--- src/rtl/irq_arb_pkg.sv ---
package irq_arb_pkg;

    typedef enum logic [1:0] {
        LVL_NONE = 2'd0,
        LVL_LOW  = 2'd1,
        LVL_HIGH = 2'd2,
        LVL_TOP  = 2'd3
    } lvl_e;

    localparam int unsigned LVL_W = 2;

endpackage

--- src/rtl/irq_src_merge.sv ---
module irq_src_merge #(
    parameter int unsigned NUM_SRC = 16,
    parameter int unsigned NUM_VEC = 9,
    parameter int unsigned SRC_VEC [NUM_SRC] = '{default: 0}
) (
    input  logic [NUM_SRC-1:0] src_req,
    output logic [NUM_VEC-1:0] vec_req
);

    for (genvar v = 0; v < NUM_VEC; v++) begin : g_vec
        logic hit;
        always_comb begin
            hit = 1'b0;
            for (int s = 0; s < NUM_SRC; s++) begin
                if (SRC_VEC[s] == v) begin
                    hit = hit | src_req[s];
                end
            end
        end
        assign vec_req[v] = hit;
    end

endmodule

--- src/rtl/irq_level_map.sv ---
module irq_level_map
    import irq_arb_pkg::*;
#(
    parameter int unsigned NUM_VEC = 9,
    parameter int unsigned TOP_VECS = 2
) (
    input  logic [NUM_VEC-1:0]            vec_req,
    input  logic [NUM_VEC-1:0]            vec_en,
    input  logic [NUM_VEC-1:0]            lvl_hi,
    output logic [NUM_VEC-1:0][LVL_W-1:0] vec_lvl
);

    for (genvar v = 0; v < NUM_VEC; v++) begin : g_map
        localparam lvl_e UPPER = (v < TOP_VECS) ? LVL_TOP : LVL_HIGH;
        always_comb begin
            if (!(vec_req[v] && vec_en[v])) begin
                vec_lvl[v] = LVL_NONE;
            end else if (lvl_hi[v]) begin
                vec_lvl[v] = UPPER;
            end else begin
                vec_lvl[v] = LVL_LOW;
            end
        end
    end

endmodule

--- src/rtl/irq_prio_pick.sv ---
module irq_prio_pick
    import irq_arb_pkg::*;
#(
    parameter int unsigned NUM_VEC = 9,
    localparam int unsigned IDX_W = (NUM_VEC > 1) ? $clog2(NUM_VEC) : 1
) (
    input  logic [NUM_VEC-1:0][LVL_W-1:0] vec_lvl,
    output logic [LVL_W-1:0]              win_lvl,
    output logic [IDX_W-1:0]              win_idx
);

    // Single pass from index 0 upward; strict comparison keeps the lowest
    // index among equals.
    always_comb begin
        win_lvl = LVL_NONE;
        win_idx = '0;
        for (int i = 0; i < NUM_VEC; i++) begin
            if (vec_lvl[i] > win_lvl) begin
                win_lvl = vec_lvl[i];
                win_idx = IDX_W'(i);
            end
        end
    end

endmodule

--- src/rtl/irq_lvl_stack.sv ---
module irq_lvl_stack
    import irq_arb_pkg::*;
#(
    parameter int unsigned DEPTH = 3,
    localparam int unsigned PTR_W = $clog2(DEPTH + 1)
) (
    input  logic             clk,
    input  logic             rst_n,
    input  logic             push,
    input  logic             pop,
    input  logic [LVL_W-1:0] din,
    output logic [LVL_W-1:0] dout,
    output logic             empty,
    output logic             full
);

    localparam logic [PTR_W-1:0] FULL_CNT = PTR_W'(DEPTH);

    typedef struct packed {
        logic [DEPTH-1:0][LVL_W-1:0] mem;
        logic [PTR_W-1:0]            ptr;
    } stk_t;

    stk_t stk_d, stk_q;

    assign empty = (stk_q.ptr == '0);
    assign full  = (stk_q.ptr == FULL_CNT);
    assign dout  = empty ? LVL_NONE : stk_q.mem[PTR_W'(stk_q.ptr - 1'b1)];

    always_comb begin
        stk_d = stk_q;
        if (pop && !empty) begin
            stk_d.ptr = stk_q.ptr - 1'b1;
        end else if (push && !full) begin
            stk_d.mem[stk_q.ptr] = din;
            stk_d.ptr            = stk_q.ptr + 1'b1;
        end
    end

    always_ff @(posedge clk or negedge rst_n) begin
        if (!rst_n) begin
            stk_q <= '0;
        end else begin
            stk_q <= stk_d;
        end
    end

    // nesting never asks for more slots than the stack holds
    assert_no_overflow_R11: assert property (@(posedge clk) disable iff (!rst_n)
        (push && !pop) |-> !full);

    // a pop on an empty stack leaves it empty
    assert_pop_empty_R9: assert property (@(posedge clk) disable iff (!rst_n)
        (pop && empty) |=> empty);

endmodule

--- src/rtl/nest_irq_arbiter.sv ---
module nest_irq_arbiter
    import irq_arb_pkg::*;
#(
    parameter int unsigned NUM_SRC   = 16,
    parameter int unsigned NUM_VEC   = 9,
    parameter int unsigned TOP_VECS  = 2,
    parameter int unsigned DEPTH     = 3,
    parameter int unsigned ADDR_W    = 8,
    parameter int unsigned VEC_BASE  = 3,
    parameter int unsigned VEC_STEP  = 8,
    parameter int unsigned SRC_VEC [NUM_SRC] =
        '{0, 0, 1, 2, 2, 2, 2, 3, 3, 4, 4, 5, 5, 6, 7, 8}
) (
    input  logic               clk,
    input  logic               rst_n,
    input  logic [NUM_SRC-1:0] src_req,
    input  logic [NUM_VEC-1:0] vec_en,
    input  logic [NUM_VEC-1:0] lvl_hi,
    input  logic               ack_i,
    input  logic               reti_i,
    output logic               irq_o,
    output logic [ADDR_W-1:0]  vec_addr_o,
    output logic [LVL_W-1:0]   cur_lvl_o
);

    localparam int unsigned IDX_W = (NUM_VEC > 1) ? $clog2(NUM_VEC) : 1;

    typedef struct packed {
        logic [LVL_W-1:0] cur;
    } arb_st_t;

    arb_st_t st_d, st_q;

    logic [NUM_VEC-1:0]            vec_req;
    logic [NUM_VEC-1:0][LVL_W-1:0] vec_lvl;
    logic [LVL_W-1:0]              win_lvl;
    logic [IDX_W-1:0]              win_idx;
    logic                          stk_push, stk_pop;
    logic [LVL_W-1:0]              stk_top;
    logic                          stk_empty, stk_full;

    irq_src_merge #(
        .NUM_SRC (NUM_SRC),
        .NUM_VEC (NUM_VEC),
        .SRC_VEC (SRC_VEC)
    ) u_merge (
        .src_req (src_req),
        .vec_req (vec_req)
    );

    irq_level_map #(
        .NUM_VEC  (NUM_VEC),
        .TOP_VECS (TOP_VECS)
    ) u_map (
        .vec_req (vec_req),
        .vec_en  (vec_en),
        .lvl_hi  (lvl_hi),
        .vec_lvl (vec_lvl)
    );

    irq_prio_pick #(
        .NUM_VEC (NUM_VEC)
    ) u_pick (
        .vec_lvl (vec_lvl),
        .win_lvl (win_lvl),
        .win_idx (win_idx)
    );

    irq_lvl_stack #(
        .DEPTH (DEPTH)
    ) u_stack (
        .clk   (clk),
        .rst_n (rst_n),
        .push  (stk_push),
        .pop   (stk_pop),
        .din   (st_q.cur),
        .dout  (stk_top),
        .empty (stk_empty),
        .full  (stk_full)
    );

    assign irq_o      = (win_lvl > st_q.cur);
    assign vec_addr_o = irq_o ? ADDR_W'(VEC_BASE + VEC_STEP * int'(win_idx)) : '0;
    assign cur_lvl_o  = st_q.cur;

    always_comb begin
        st_d     = st_q;
        stk_push = 1'b0;
        stk_pop  = 1'b0;
        if (reti_i) begin
            if (!stk_empty) begin
                stk_pop  = 1'b1;
                st_d.cur = stk_top;
            end
        end else if (ack_i && irq_o) begin
            stk_push = 1'b1;
            st_d.cur = win_lvl;
        end
    end

    always_ff @(posedge clk or negedge rst_n) begin
        if (!rst_n) begin
            st_q <= '{cur: LVL_NONE};
        end else begin
            st_q <= st_d;
        end
    end

    // an accepted acknowledge raises the level being serviced
    assert_ack_raise_R7: assert property (@(posedge clk) disable iff (!rst_n)
        (ack_i && irq_o && !reti_i) |=> (cur_lvl_o > $past(cur_lvl_o)));

    // an acknowledge with nothing offered leaves the level alone
    assert_ack_idle_R8: assert property (@(posedge clk) disable iff (!rst_n)
        (ack_i && !irq_o && !reti_i) |=> $stable(cur_lvl_o));

    // a return from a handler lowers the level
    assert_reti_drop_R9: assert property (@(posedge clk) disable iff (!rst_n)
        (reti_i && cur_lvl_o != LVL_NONE) |=> (cur_lvl_o < $past(cur_lvl_o)));

    // the offered vector is always an enabled one
    assert_win_enabled_R3: assert property (@(posedge clk) disable iff (!rst_n)
        irq_o |-> vec_en[win_idx]);

    // the top level only ever comes from the first vectors
    assert_top_vecs_R4: assert property (@(posedge clk) disable iff (!rst_n)
        (irq_o && win_lvl == LVL_TOP) |-> (int'(win_idx) < TOP_VECS));

    // level none and an empty stack go together
    assert_none_empty_R11: assert property (@(posedge clk) disable iff (!rst_n)
        (cur_lvl_o == LVL_NONE) == stk_empty);

endmodule

--- config.mk ---
export PLATFORM = sky130hd
export DESIGN_NAME = nest_irq_arbiter
export DESIGN_NICKNAME = d
export VERILOG_FILES = /design/src/rtl/irq_arb_pkg.sv /design/src/rtl/irq_src_merge.sv /design/src/rtl/irq_level_map.sv /design/src/rtl/irq_prio_pick.sv /design/src/rtl/irq_lvl_stack.sv /design/src/rtl/nest_irq_arbiter.sv
export SDC_FILE = /design/constraint.sdc
export NUM_CORES = 1
export LEC_CHECK = 0
export CORE_UTILIZATION = 51
export CTS_CLUSTER_DIAMETER = 50
export CTS_CLUSTER_SIZE = 25
export DETAILED_ROUTE_END_ITERATION = 8
export PLACE_DENSITY = 0.86
export SYNTH_ARGS = -nofsm -noshare
export SYNTH_HDL_FRONTEND = slang
export SYNTH_SLANG_ARGS = --single-unit
--- constraint.sdc ---
create_clock -name clk -period 26.3 [get_ports clk]
set_input_delay 2.63 -clock clk [delete_from_list [all_inputs] [get_ports clk]]
set_output_delay 2.63 -clock clk [all_outputs]
set_load 0.03 [all_outputs]
==> flow_summary.yaml <==
logic_synthesis:
  yosysMostFrequentCell: "ha_1"
  synthTopCellsByArea: "ha_1 24%, dfrtp_1 16%, inv_1 6.1%"
  yosys_warnings: 0
  synth_cells: 190
  netlist_area_um2: 1590
  yosysSeqAreaShare: 0.157
  async_flop_share: 1.00
  ys.flop_type: "dfrtp_1"
  synth_top_area_cell: "ha_1"
  ys_top_cells_by_count: "30 x ha_1, 26 x inv_1, 17 x nand2_1"
  synth_edf_count: 0
  avgSynthCellArea_um2: 8.37
  synth.top_cell.area_share: 0.236
  yosysUniqueCellTypes: 48
  synth-seq-cells: 10
die:
  die_w_um: 57.8
  dieArea_um2: 3350
  die_y_um: 57.8
  io_pins: 49
  std_cell_rows: 19
  core_area_um2: 2850
  start_util: 0.557
setup_path:
  crit_type: "input pin to output port"
  worstPathRequired_ns: 23.67
  critPathLaunchType: "input pin"
  cpMaxStageDelayCell: "clkdlybuf4s50_1"
  end_kind: "output port"
  max_stage_delay_ns: 0.66
  crit_fanout: 6
  critical_path.most_common_cell: "ha_1"
  arrival_ns: 12.33
timing:
  skew_ns: 0.00231
  maxSlewViolCount: 0
  finalHoldViolations: 0
  fmax_mhz: 66.8
  max_slew.worst_pin.slew_ns: 0.552
  setup_viol: 0
  period_needed_ns: 14.96
  rsz0062_at_grt: "false"
  relSlewSlack: 0.632
  hold_slack_ns: 0.505
  fin_crit_sh: 0.569
  fin_setup_tns_ns: 0
outcome:
  outcome: "finished with violations"
  violations: "DRC"
pwr:
  p_leak_nw: 1.00
  powerDensity_nw_per_um2: 85.7
  vdd_drop_max_mv: 0.0313
clock_tree:
  cts_buffers: 3
  htree_levels: 1
  clkTransAtPathRegs_ns: 0.06
  cts_root_buffer: "clkbuf_4"
  postCtsHoldBufs: 0
  cts_tree: "done"
  cts_setup_buffers: 0
  cts_resized: 0
  insertion_delay_ns: 0.26
  clock_sink_count: 10
  clk_path_buf_depth: 2
finish:
  finalNetCount: 306
  syn_to_final_growth_pct: 31.2
  final_util: 0.731
  fillers: 245
  drive_gt1_frac: 0.0975
  multi_input_area_um2: 1220
  register_area_um2: 250
  antenna_cells: 0
global_route:
  grt_pass1_vias: 1353
  grt_max_degree: 11
  gr-total-overflow: 0
  grt_util_all_layers: 0.192
  grt_first_pass_wirelength_um: 5310
  antenna_found_initial: 0
flow_run:
  maxCapViolCount: 0
placement:
  io_buffers: 46
  hpwl_um: 2670
  gp_congestion: 0.873
route:
  drcViolationCount: 3
  wl_per_cell_um: 11.4
  routed_wl_um: 3040
  ant_nets: 0
  drtIter0Drc: 24
  via_per_inst: 5.52
  vias: 1474
  drtPass1Iterations: 6
worst_hold_path:
  hold_path_class: "flip-flop to flip-flop"
[logic make-up (layout without fill, tap and decap cells)]
kind of cell,count (synthesis),in the layout,synth area share
AND/OR/NAND/NOR,60,60,0.197
AO/OA/AOI/OAI,48,48,0.252
adder cells (fa/ha/maj),30,30,0.236
buffers and inverters,30,75,0.0803
multiplexers,10,10,0.0692
flip-flops,10,10,0.157
other,1,2,0.00236
XOR/XNOR,1,1,0.00551
[flip-flops by register name (all words and copies together) (netlist names)]
| register | flops |
|---|---|
| cur_lvl_o | 2 |
| u_stack.stk_q | 8 |
[layout by cell type, fill, tap and decap left out, drive strengths merged, types with 3 or more instances in the layout]
| cell | instances |
|---|---|
| o21ai | 10 |
| ha | 30 |
| o221ai | 3 |
| nand2 | 17 |
| a211oi | 3 |
| o21ba | 3 |
| nor2 | 13 |
| clkdlybuf4s50 | 46 |
| dfrtp | 10 |
| o21a | 5 |
| inv | 26 |
| nand3b | 3 |
| nand2b | 9 |
| mux2 | 8 |
| nand3 | 10 |
| clkbuf | 3 |
[path summary, 6_finish.rpt]
path | start | end | slack [ns] | cells past startpoint
setup / recovery | src_req[1] | vec_addr_o[3] | 11.34 | 48
hold / removal | u_stack.stk_q[4]$_DFFE_PN0P_ | u_stack.stk_q[4]$_DFFE_PN0P_ | 0.50 | 1
setup reg to reg | cur_lvl_o[1]$_DFFE_PN0P_ | u_stack.stk_q[2]$_DFFE_PN0P_ | 24.12 | 7
hold reg to reg | u_stack.stk_q[4]$_DFFE_PN0P_ | u_stack.stk_q[4]$_DFFE_PN0P_ | 0.50 | 1
max in group asynchronous | rst_n | cur_lvl_o[0]$_DFFE_PN0P_ | 23.32 | 1
min in group asynchronous | rst_n | u_stack.stk_q[3]$_DFFE_PN0P_ | 2.68 | 1
[critical path, delay by kind of cell]
kind / cells / cell delay, ns
AO/OA/AOI/OAI: 18 / 4.00
adder cells (fa/ha/maj): 9 / 2.33
buffers and inverters: 7 / 1.41
multiplexers: 2 / 0.65
AND/OR/NAND/NOR: 12 / 1.27
[layer usage]
metal / vias up / routed length, µm / global-route usage
met5: - / 0 / 0
met4: 0 / 0 / 0.0238
met3: 0 / 172 / 0.0402
met2: 40 / 1460 / 0.345
met1: 665 / 1420 / 0.242
li1: 769 / - / -
[metrics by stage]
stage                     instances  setup WS (ns)  power, mW  instance area (µm²)
after floorplan                 191          12.84      0.131                 1590
after global placement          264          11.59      0.166                 2060
after detailed placement        264          11.37      0.169                 2060
after CTS                       267          11.34      0.180                 2090
after global routing            267          10.60      0.193                 2090
final                           267          11.34      0.179                 2090
[final cells by class]
cell class,instances,share of cell area
Clock buffer,3,0.0108
Tap cell,31,0.0186
Multi-Input combinational cell,151,0.583
Inverter,26,0.0468
Sequential cell,10,0.120
Timing Repair Buffer,46,0.221
[power breakdown]
group | switching, mW | internal (mW)
sequential | 0.00626 | 0.0232
combinational | 0.0753 | 0.0641
clock | 0.00459 | 0.00525
total | 0.0862 | 0.0925
(Power assumes the default switching activity.)
